<file path="config.mk">
export PLATFORM = sky130hd
export DESIGN_NAME = rank3_filter
export DESIGN_NICKNAME = d
export VERILOG_FILES = /design/src/rtl/rank3_pkg.sv /design/src/rtl/rank3_sort3.sv /design/src/rtl/rank3_ctrl.sv /design/src/rtl/rank3_datapath.sv /design/src/rtl/rank3_filter.sv
export SDC_FILE = /design/constraint.sdc
export NUM_CORES = 1
export LEC_CHECK = 0
export BUFFER_PORTS_ARGS = -buffer_cell sky130_fd_sc_hd__buf_2
export CORE_ASPECT_RATIO = 1.5
export CORE_MARGIN = 10
export CORE_UTILIZATION = 50
export CTS_BUF_LIST = sky130_fd_sc_hd__clkbuf_2 sky130_fd_sc_hd__clkbuf_4 sky130_fd_sc_hd__clkbuf_8
export CTS_CLUSTER_DIAMETER = 30
export CTS_CLUSTER_SIZE = 40
export DETAILED_ROUTE_END_ITERATION = 10
export PLACE_DENSITY = 0.69
export SLEW_MARGIN = 20
export SYNTH_ARGS = -nofsm -noshare
export SYNTH_HDL_FRONTEND = slang
export SYNTH_SLANG_ARGS = --single-unit
</file>
<file path="constraint.sdc">
create_clock -name clk -period 5.1 [get_ports clk]
set_clock_uncertainty 0.2 [all_clocks]
set_input_delay 0.51 -clock clk [delete_from_list [all_inputs] [get_ports clk]]
set_output_delay 0.51 -clock clk [all_outputs]
set_load 0.1 [all_outputs]
</file>
<file path="src/rtl/rank3_pkg.sv">
package rank3_pkg;

  typedef enum logic [1:0] {
    MODE_MED  = 2'd0,
    MODE_MIN  = 2'd1,
    MODE_MAX  = 2'd2,
    MODE_MED2 = 2'd3
  } mode_t;

  // strobes from control to datapath
  typedef struct packed {
    logic  ld1;      // capture column-sorted window
    logic  ld2;      // capture row-sorted array
    logic  ld3;      // capture result stage
    mode_t selMode;  // mode that belongs to the result stage
  } strb_t;

endpackage

</file>
<file path="src/rtl/rank3_sort3.sv">
module rank3_sort3 #(
  parameter int W = 8
) (
  input  logic [W-1:0] a,
  input  logic [W-1:0] b,
  input  logic [W-1:0] c,
  output logic [W-1:0] lo,
  output logic [W-1:0] mid,
  output logic [W-1:0] hi
);
  logic [W-1:0] abLo, abHi, tmp;

  always_comb begin
    abLo = (a <= b) ? a : b;
    abHi = (a <= b) ? b : a;
    hi   = (abHi >= c) ? abHi : c;
    tmp  = (abHi >= c) ? c : abHi;
    lo   = (abLo <= tmp) ? abLo : tmp;
    mid  = (abLo <= tmp) ? tmp : abLo;
  end
endmodule

</file>
<file path="src/rtl/rank3_ctrl.sv">
module rank3_ctrl
  import rank3_pkg::*;
(
  input  logic        clk,
  input  logic        rst,
  input  logic        inValid,
  input  logic [1:0]  modeIn,
  output strb_t       strb,
  output logic        outValid
);
  logic  vld1, vld2, vld3;
  mode_t mode1, mode2, mode3;

  always_ff @(posedge clk) begin
    if (rst) begin
      vld1  <= 1'b0;
      vld2  <= 1'b0;
      vld3  <= 1'b0;
      mode1 <= MODE_MED;
      mode2 <= MODE_MED;
      mode3 <= MODE_MED;
    end else begin
      vld1 <= inValid;
      vld2 <= vld1;
      vld3 <= vld2;
      if (inValid) mode1 <= mode_t'(modeIn);
      if (vld1)    mode2 <= mode1;
      if (vld2)    mode3 <= mode2;
    end
  end

  always_comb begin
    strb.ld1     = inValid;
    strb.ld2     = vld1;
    strb.ld3     = vld2;
    strb.selMode = mode3;
    outValid     = vld3;
  end

  assert_latency_R5: assert property (@(posedge clk) disable iff (rst)
    outValid |-> $past(inValid, 3))
    else $error("outValid without a window three edges earlier");

endmodule

</file>
<file path="src/rtl/rank3_datapath.sv">
module rank3_datapath
  import rank3_pkg::*;
#(
  parameter int PIX_W = 8,
  localparam int DIM   = 3,
  localparam int WIN_W = DIM * DIM * PIX_W
) (
  input  logic             clk,
  input  logic             rst,
  input  strb_t            strb,
  input  logic             outValid,
  input  logic [WIN_W-1:0] winIn,
  output logic [PIX_W-1:0] pixOut,
  output logic [PIX_W-1:0] medOut,
  output logic [PIX_W-1:0] minOut,
  output logic [PIX_W-1:0] maxOut
);
  logic [PIX_W-1:0] colNext [DIM][DIM];
  logic [PIX_W-1:0] colReg  [DIM][DIM];
  logic [PIX_W-1:0] rowNext [DIM][DIM];
  logic [PIX_W-1:0] rowReg  [DIM][DIM];
  logic [PIX_W-1:0] diagLo, diagMid, diagHi;
  logic [PIX_W-1:0] medReg, minReg, maxReg;

  // stage one: order each column top to bottom
  for (genvar c = 0; c < DIM; c++) begin : g_col
    rank3_sort3 #(.W(PIX_W)) u_colSort (
      .a  (winIn[(0*DIM + c)*PIX_W +: PIX_W]),
      .b  (winIn[(1*DIM + c)*PIX_W +: PIX_W]),
      .c  (winIn[(2*DIM + c)*PIX_W +: PIX_W]),
      .lo (colNext[0][c]),
      .mid(colNext[1][c]),
      .hi (colNext[2][c])
    );
  end

  // stage two: order each row left to right
  for (genvar r = 0; r < DIM; r++) begin : g_row
    rank3_sort3 #(.W(PIX_W)) u_rowSort (
      .a  (colReg[r][0]),
      .b  (colReg[r][1]),
      .c  (colReg[r][2]),
      .lo (rowNext[r][0]),
      .mid(rowNext[r][1]),
      .hi (rowNext[r][2])
    );
  end

  // stage three: anti-diagonal median
  rank3_sort3 #(.W(PIX_W)) u_diagSort (
    .a  (rowReg[0][2]),
    .b  (rowReg[1][1]),
    .c  (rowReg[2][0]),
    .lo (diagLo),
    .mid(diagMid),
    .hi (diagHi)
  );

  always_ff @(posedge clk) begin
    if (rst) begin
      for (int r = 0; r < DIM; r++) begin
        for (int c = 0; c < DIM; c++) begin
          colReg[r][c] <= '0;
          rowReg[r][c] <= '0;
        end
      end
      medReg <= '0;
      minReg <= '0;
      maxReg <= '0;
    end else begin
      if (strb.ld1) begin
        for (int r = 0; r < DIM; r++)
          for (int c = 0; c < DIM; c++)
            colReg[r][c] <= colNext[r][c];
      end
      if (strb.ld2) begin
        for (int r = 0; r < DIM; r++)
          for (int c = 0; c < DIM; c++)
            rowReg[r][c] <= rowNext[r][c];
      end
      if (strb.ld3) begin
        medReg <= diagMid;
        minReg <= rowReg[0][0];
        maxReg <= rowReg[DIM-1][DIM-1];
      end
    end
  end

  always_comb begin
    medOut = medReg;
    minOut = minReg;
    maxOut = maxReg;
    unique case (strb.selMode)
      MODE_MIN: pixOut = minReg;
      MODE_MAX: pixOut = maxReg;
      default:  pixOut = medReg;
    endcase
  end

  // diagonal extremes are not results of their own
  logic diagUnused;
  assign diagUnused = ^{diagLo, diagHi};

  assert_col_order_R1: assert property (@(posedge clk) disable iff (rst)
    strb.ld2 |-> (colReg[0][0] <= colReg[1][0] && colReg[1][0] <= colReg[2][0] &&
                  colReg[0][1] <= colReg[1][1] && colReg[1][1] <= colReg[2][1] &&
                  colReg[0][2] <= colReg[1][2] && colReg[1][2] <= colReg[2][2]))
    else $error("column stage out of order");

  assert_row_order_R7: assert property (@(posedge clk) disable iff (rst)
    strb.ld3 |-> (rowReg[0][0] <= rowReg[0][1] && rowReg[0][1] <= rowReg[0][2] &&
                  rowReg[1][0] <= rowReg[1][1] && rowReg[1][1] <= rowReg[1][2] &&
                  rowReg[2][0] <= rowReg[2][1] && rowReg[2][1] <= rowReg[2][2]))
    else $error("row stage out of order");

  assert_rank_order_R2: assert property (@(posedge clk) disable iff (rst)
    outValid |-> (minOut <= medOut && medOut <= maxOut))
    else $error("min/median/max out of order");

  assert_hold_idle_R9: assert property (@(posedge clk) disable iff (rst)
    !strb.ld3 |=> ($stable(medOut) && $stable(minOut) && $stable(maxOut)))
    else $error("results moved without a load");

endmodule

</file>
<file path="src/rtl/rank3_filter.sv">
module rank3_filter
  import rank3_pkg::*;
#(
  parameter int PIX_W = 8,
  localparam int WIN_W = 9 * PIX_W
) (
  input  logic             clk,
  input  logic             rst,
  input  logic             inValid,
  input  logic [1:0]       mode,
  input  logic [WIN_W-1:0] winIn,
  output logic             outValid,
  output logic [PIX_W-1:0] pixOut,
  output logic [PIX_W-1:0] medOut,
  output logic [PIX_W-1:0] minOut,
  output logic [PIX_W-1:0] maxOut
);
  strb_t strb;

  rank3_ctrl u_ctrl (
    .clk     (clk),
    .rst     (rst),
    .inValid (inValid),
    .modeIn  (mode),
    .strb    (strb),
    .outValid(outValid)
  );

  rank3_datapath #(.PIX_W(PIX_W)) u_dp (
    .clk     (clk),
    .rst     (rst),
    .strb    (strb),
    .outValid(outValid),
    .winIn   (winIn),
    .pixOut  (pixOut),
    .medOut  (medOut),
    .minOut  (minOut),
    .maxOut  (maxOut)
  );

  assert_sel_max_R4: assert property (@(posedge clk) disable iff (rst)
    (outValid && strb.selMode == MODE_MAX) |-> pixOut == maxOut)
    else $error("maximum mode does not drive maximum");

endmodule

</file>
### Word level (Yosys, flattened, before mapping)

Memory sizes are Yosys's and may differ from the RTL's.
Index checks and enable logic that the tools add are counted.

| storage, ports and cells | value |
|---|---|
| register bits | 33 |
| latch bits | 0 |
| bits in writable memories | 144 |
| ROM bits | 0 |
| bits of input ports | 77 |
| output and inout bits | 33 |
| word-level logic and storage cells | 119 |
| memories kept | 2 |

Memory list:

| memory | words | bits a word | read ports | clocked after memory_dff | write ports | line | source |
|---|---|---|---|---|---|---|---|
| u_dp.colReg | 3 | 24 | 3 | 0 | 3 | rank3_datapath.sv:19 | `logic [PIX_W-1:0] colReg [DIM][DIM];` |
| u_dp.rowReg | 3 | 24 | 3 | 0 | 3 | rank3_datapath.sv:21 | `logic [PIX_W-1:0] rowReg [DIM][DIM];` |

| cells by class | value |
|---|---|
| $add $sub $neg | 0 |
| $mul | 0 |
| div/mod/pow operators | 0 |
| $lt $le $gt $ge | 21 |
| eq/ne operators | 2 |
| shift-type cells | 0 |
| multiplexer cells | 67 |
| bitwise logic cells | 18 |
| reductions and logical operators | 0 |

Operator list:

| operator | number |
|---|---|
| two-way mux 8 bit | 58 |
| <= comparator 8 bit | 14 |
| greater-or-equal comparator 8 bit | 7 |
| bitwise OR 1 bit | 18 |
| one-hot mux 8 bit (2 select lines) | 1 |
| two-way mux 1 bit | 8 |
| == test 2 x 1 -> 1 bit, second input constant | 1 |
| == test 2 bit, second input constant | 1 |

### Longest topological paths before layout

An unclocked memory read counts as a cell.

| logic depth | value |
|---|---|
| depth in word-level cells | 8 |
| depth in mapped cells | 26 |
| depth with buffers taken out | 22 |

### Hierarchy

From an unflattened synthesis, not the netlist that was laid out.

| second synthesis, totals | value |
|---|---|
| cell total of the unflattened synthesis | 1580 |
| area, all modules | 14976.9 um2 |

Modules (own cells, without submodules):

| module | times used | cells each | area an instance (um2) | sequential area each (um2) |
|---|---|---|---|---|
| rank3_sort3 at u_dp.g_col[1].u_colSort ... | 4 | 173 | 1351.3 | 0.0 |
| rank3_datapath | 1 | 349 | 5230.0 | 3843.7 |
| rank3_sort3 at u_dp.g_col[0].u_colSort ... | 2 | 173 | 1358.8 | 0.0 |
| rank3_sort3 at u_dp.u_diagSort | 1 | 165 | 1307.5 | 0.0 |
| rank3_ctrl | 1 | 28 | 316.6 | 180.2 |

### Worst setup path after synthesis

OpenSTA, ideal clock, no wires.

| timing | value |
|---|---|
| path kind | input -> register |
| start | in winIn[41] |
| end | mem u_dp.colReg[0][24] (netlist bit), data pin |
| setup time | 0.269 ns |
| arrival time | 4.772 ns |
| data required time | 4.631 ns |
| slack | -0.141 ns |
| stages | 26 |
| buffers on the path | 5 |
| cells stage by stage | inv_1 ha_1 nor2b_1 o211ai_1 a211o_1 and2_1 clkbuf_2 buf_2 a21o_1 ha_1 a21o_1 a21oi_1 o21ai_1 a31oi_1 buf_2 nor2_1 or2_1 ha_1 nor2b_1 o211ai_1 a21oi_1 o22ai_1 or2_2 clkbuf_1 buf_2 o32ai_1 |

RTL lines:

| item | line | source |
|---|---|---|
| start: declaration | rank3_filter.sv:11 | `input logic [WIN_W-1:0] winIn,` |
| end: declaration | rank3_datapath.sv:19 |  |

==> results.sh <==
export IMPL_drt_iter0_markers=749
export IMPL_postCtsHoldBufs=0
export IMPL_dr_pass1_iters=5
export IMPL_gr_total_overflow=0
export IMPL_wire_per_inst_um=19.54
export IMPL_worstPathCellList="inv_2 -> ha_4 -> nor2b_2 -> o211ai_1 -> a211oi_2 -> buf_6 -> buf_4 -> o21ai_1 -> a21boi_2 -> inv_1 -> ha_1 -> a21o_1 -> a31oi_4 -> buf_6 -> buf_4 -> o311ai_1 -> o21ai_1 -> ha_1 -> a21oi_2 -> a21oi_2 -> o211ai_1 -> buf_4 -> a21oi_1 -> a22o_1"
export IMPL_timing_fmax_ghz=0.2008
export IMPL_ant_nets=0
export IMPL_hp_start="mode[0]"
export IMPL_synth_simple_area_share_pct=10.90
export IMPL_ios=110
export IMPL_synth_compound_area_share_pct=33.42
export IMPL_grt_start_max_net_pins=73
export IMPL_dieArea_um2=33550
export IMPL_crit_buf_inv=7
export IMPL_critPathRequiredTime_ns=5.16
export IMPL_crit_top_cell="buf_4"
export IMPL_globalplace_congestion=0.9640
export IMPL_syn_inst=1481
export IMPL_drive_gt1_share_pct=35.68
export IMPL_setup_tns_ns=0
export IMPL_hpwl_mm=35.11
export IMPL_placed_cells=2128
export IMPL_hp_class="in -> reg"
export IMPL_post_route_min_period_ns=4.980
export IMPL_clkSinkCount=145
export IMPL_tritoncts="built"
export IMPL_reg2reg_depth=24
export IMPL_grt_antenna_before_repair=0
export IMPL_cap_violations=0
export IMPL_whs_path_depth=3
export IMPL_antenna_diode_count=0
export IMPL_synth_avg_cell_area_um2=8.948
export IMPL_post_route_period_util_pct=97.64
export IMPL_outcome="finished clean"
export IMPL_critical_path_max_stage_delay_ns=0.43
export IMPL_r2r_start="u_dp.colReg[0][57]$_SDFFCE_PN0P_"
export IMPL_layout_nets=2120
export IMPL_die_w_um=152.9
export IMPL_synth_top_cell_area_share_pct=25.38
export IMPL_relSlewSlack_pct=40.12
export IMPL_postSynthNetCount=1728
export IMPL_synth_edf_count=112
export IMPL_synth_top_flop_cell="edfxtp_1"
export IMPL_die_y_um=219.4
export IMPL_synth_top_family_by_area="compound AO/OA/AOI/OAI gates"
export IMPL_synth_cell_types=68
export IMPL_end_kind="flip-flop"
export IMPL_ys_seq_area_share_pct=30.37
export IMPL_htree_levels=4
export IMPL_powerDensity_nw_per_um2=480.6
export IMPL_worstReg2RegEnd="u_dp.rowReg[0][70]$_SDFFCE_PN0P_"
export IMPL_areaGrowthSynthToFinish_pct=34.90
export IMPL_async_reset_ff_share_pct=0
export IMPL_drv_slew=0
export IMPL_synth_xor_area_share_pct=0
export IMPL_core_um2=25940
export IMPL_crit_path_top_delay_cell="edfxtp_1"
export IMPL_clk_latency_ns=0.51
export IMPL_hold_end="u_ctrl.mode1[0]$_SDFFE_PP0P_"
export IMPL_reg2reg_slack_ns=0.12
export IMPL_critPathTopFamily="compound AO/OA/AOI/OAI gates"
export IMPL_start_util_pct=51.08
export IMPL_setup_viol=0
export IMPL_tightestPinTransition_ns=0.8982
export IMPL_path_clk_slew_ns=0.09
export IMPL_grt_pass1_vias=13010
export IMPL_total_leakage_power_nw=8.099
export IMPL_drcViolationCount=0
export IMPL_startpoint_type="flip-flop"
export IMPL_synth_seq_cells=145
export IMPL_synth_area_mux_share_pct=2.257
export IMPL_grt_pass1_wl_mm=66.16
export IMPL_ir_drop_uv=449.0
export IMPL_root_buffer="clkbuf_8"
export IMPL_port_buffers=109
export IMPL_finalHoldViolCount=0
export IMPL_n_fill_cell=2095
export IMPL_cp_arrival_ns=5.04
export IMPL_synthesis_area_um2=13250
export IMPL_vias=13350
export IMPL_yosysWarnings=0
export IMPL_cts_buffer_depth=2
export IMPL_worstPathMaxFanout=8
export IMPL_wirelength_mm=43.37
export IMPL_drt_vias_per_instance=6.018
export IMPL_synth_top_cell_by_area="edfxtp_1"
export IMPL_synth_area_leaders="edfxtp_1, ha_1, dfxtp_1"
export IMPL_stdcell_count=2219
export IMPL_rsz0062_at_grt="yes"
export IMPL_synth_fa_ha_area_share_pct=16.05
export IMPL_path_class="reg -> reg"
export IMPL_num_rows=72
export IMPL_numCtsBuffers=17
export IMPL_grt_usage_pct=24.22
-- cell usage after synthesis (20+ instances only) --
library cell and n:
a21o_1 42, nand2_1 51, clkbuf_1 36, a31oi_1 20
nor2_1 86, nand4_1 24, inv_1 148, dfxtp_1 33
or2_1 22, mux2i_1 26, edfxtp_1 112, o32ai_1 51
a21oi_1 120, buf_2 31, a211oi_1 72, nand3_1 38
o21ai_0 82, o21ai_1 29, ha_1 170
-- layout make-up --
type,count,area (um2),share of cell area (%)
inverter,148,555.5,3.108
clock inverter,15,145.1,0.8119
multi-input combinational,1111,9310,52.08
tap,333,416.7,2.331
timing repair buffer,450,3191,17.85
clock buffer,17,234.0,1.309
sequential,145,4024,22.51
-- placed cells by master (no fill, tap or decap), types with 10 or more instances in the layout --
master,instances
inv_2,13
a211oi_2,20
a21boi_0,11
a31oi_1,14
nand3_1,37
nand2_1,48
nor2b_1,11
o2bb2ai_1,11
buf_2,111
a21oi_1,107
ha_1,149
inv_1,135
a21boi_1,10
o21ai_0,50
buf_6,16
o32ai_1,41
edfxtp_1,112
nand4_1,24
mux2i_1,26
a211oi_1,68
buf_4,321
or2_1,21
dfxtp_1,33
clkbuf_8,17
o211ai_1,19
a32o_1,13
nor2_1,81
a21o_1,42
a211o_1,17
ha_4,20
o21ai_2,20
o21ai_1,43
or2_2,10
a21oi_2,13
o211a_1,10
-- what timing repair did --
item	in CTS	in global routing
cloned	3	2
gates resized for setup	47	188
setup buffers	11	43
pin swaps	13	80
setup endpoints to repair	34	44
-- report_power, final --
group / switching (W) / internal (W) / leakage [nW]
Sequential: 0.000164 / 0.00149 / 1.48
Combinational: 0.00331 / 0.00274 / 6.42
Clock: 0.000496 / 0.000399 / 0.193
Total: 0.00397 / 0.00462 / 8.10
-- stage by stage --
step                      setup slack [ns]  cell area, um2  util, %  power [W]  hold slack, ns
after global routing               -0.1173           17880    68.90   0.009187         0.03926
after floorplan                   0.005031           13310        -   0.004809          0.2567
final                               0.1201           17880    68.90   0.008591         0.03630
after CTS                        0.0009153           16640    64.15   0.007647         0.01477
after global placement             -0.6605           15990    61.64   0.006509          0.2598
after detailed placement           -0.6598           15990    61.64   0.006602          0.2739
-- worst reg2reg max path: stages, from the launching register on --
cell	delay (ns)
edfxtp_1	0.43
inv_2	0.14
ha_4	0.21
nor2b_2	0.14
o211ai_1	0.25
a211oi_2	0.14
buf_6	0.16
buf_4	0.13
o21ai_1	0.19
a21boi_2	0.25
inv_1	0.06
ha_1	0.33
a21o_1	0.22
a31oi_4	0.23
buf_6	0.17
buf_4	0.10
o311ai_1	0.10
o21ai_1	0.10
ha_1	0.28
a21oi_2	0.17
a21oi_2	0.08
o211ai_1	0.17
buf_4	0.17
a21oi_1	0.06
a22o_1	0.23
-- worst max-delay path by stage --
stage                                                   to  cells after the start  slack [ns]                              from
after floorplan            u_dp.colReg[0][6]$_SDFFCE_PN0P_                     26       0.005                         winIn[41]
after global placement    u_dp.colReg[0][18]$_SDFFCE_PN0P_                     22       -0.66                         winIn[29]
after detailed placement  u_dp.colReg[0][18]$_SDFFCE_PN0P_                     22       -0.66                         winIn[29]
after CTS                 u_dp.rowReg[0][23]$_SDFFCE_PN0P_                     25      0.0009  u_dp.colReg[0][16]$_SDFFCE_PN0P_
after global routing      u_dp.rowReg[0][19]$_SDFFCE_PN0P_                     25       -0.12  u_dp.colReg[0][17]$_SDFFCE_PN0P_
final                     u_dp.rowReg[0][70]$_SDFFCE_PN0P_                     24        0.12  u_dp.colReg[0][57]$_SDFFCE_PN0P_
-- sequential cells by signal, indices dropped and copies added (netlist names), 2 cells and up --
register,count
u_ctrl.mode1,2
u_dp.rowReg,40
u_ctrl.mode2,2
u_dp.colReg,72
u_ctrl.mode3,2
u_dp.medOut,8
u_dp.maxOut,8
u_dp.minOut,8
-- routing by layer --
layer	vias up	global-route usage, %	share of wire (%)
li1	6500	-	-
met1	6304	24.84	38
met2	405	44.87	53
met3	144	3.582	3.8
met4	0	15.93	5.9
met5	-	0	0
-- cells by family after synthesis --
kind of cell / Yosys count
AO/OA/AOI/OAI: 622
buffers and inverters: 226
multiplexers: 29
flip-flops: 145
AND/OR/NAND/NOR: 289
adder cells (fa/ha/maj): 170
No activity file was read; power rests on OpenSTA's default activity.
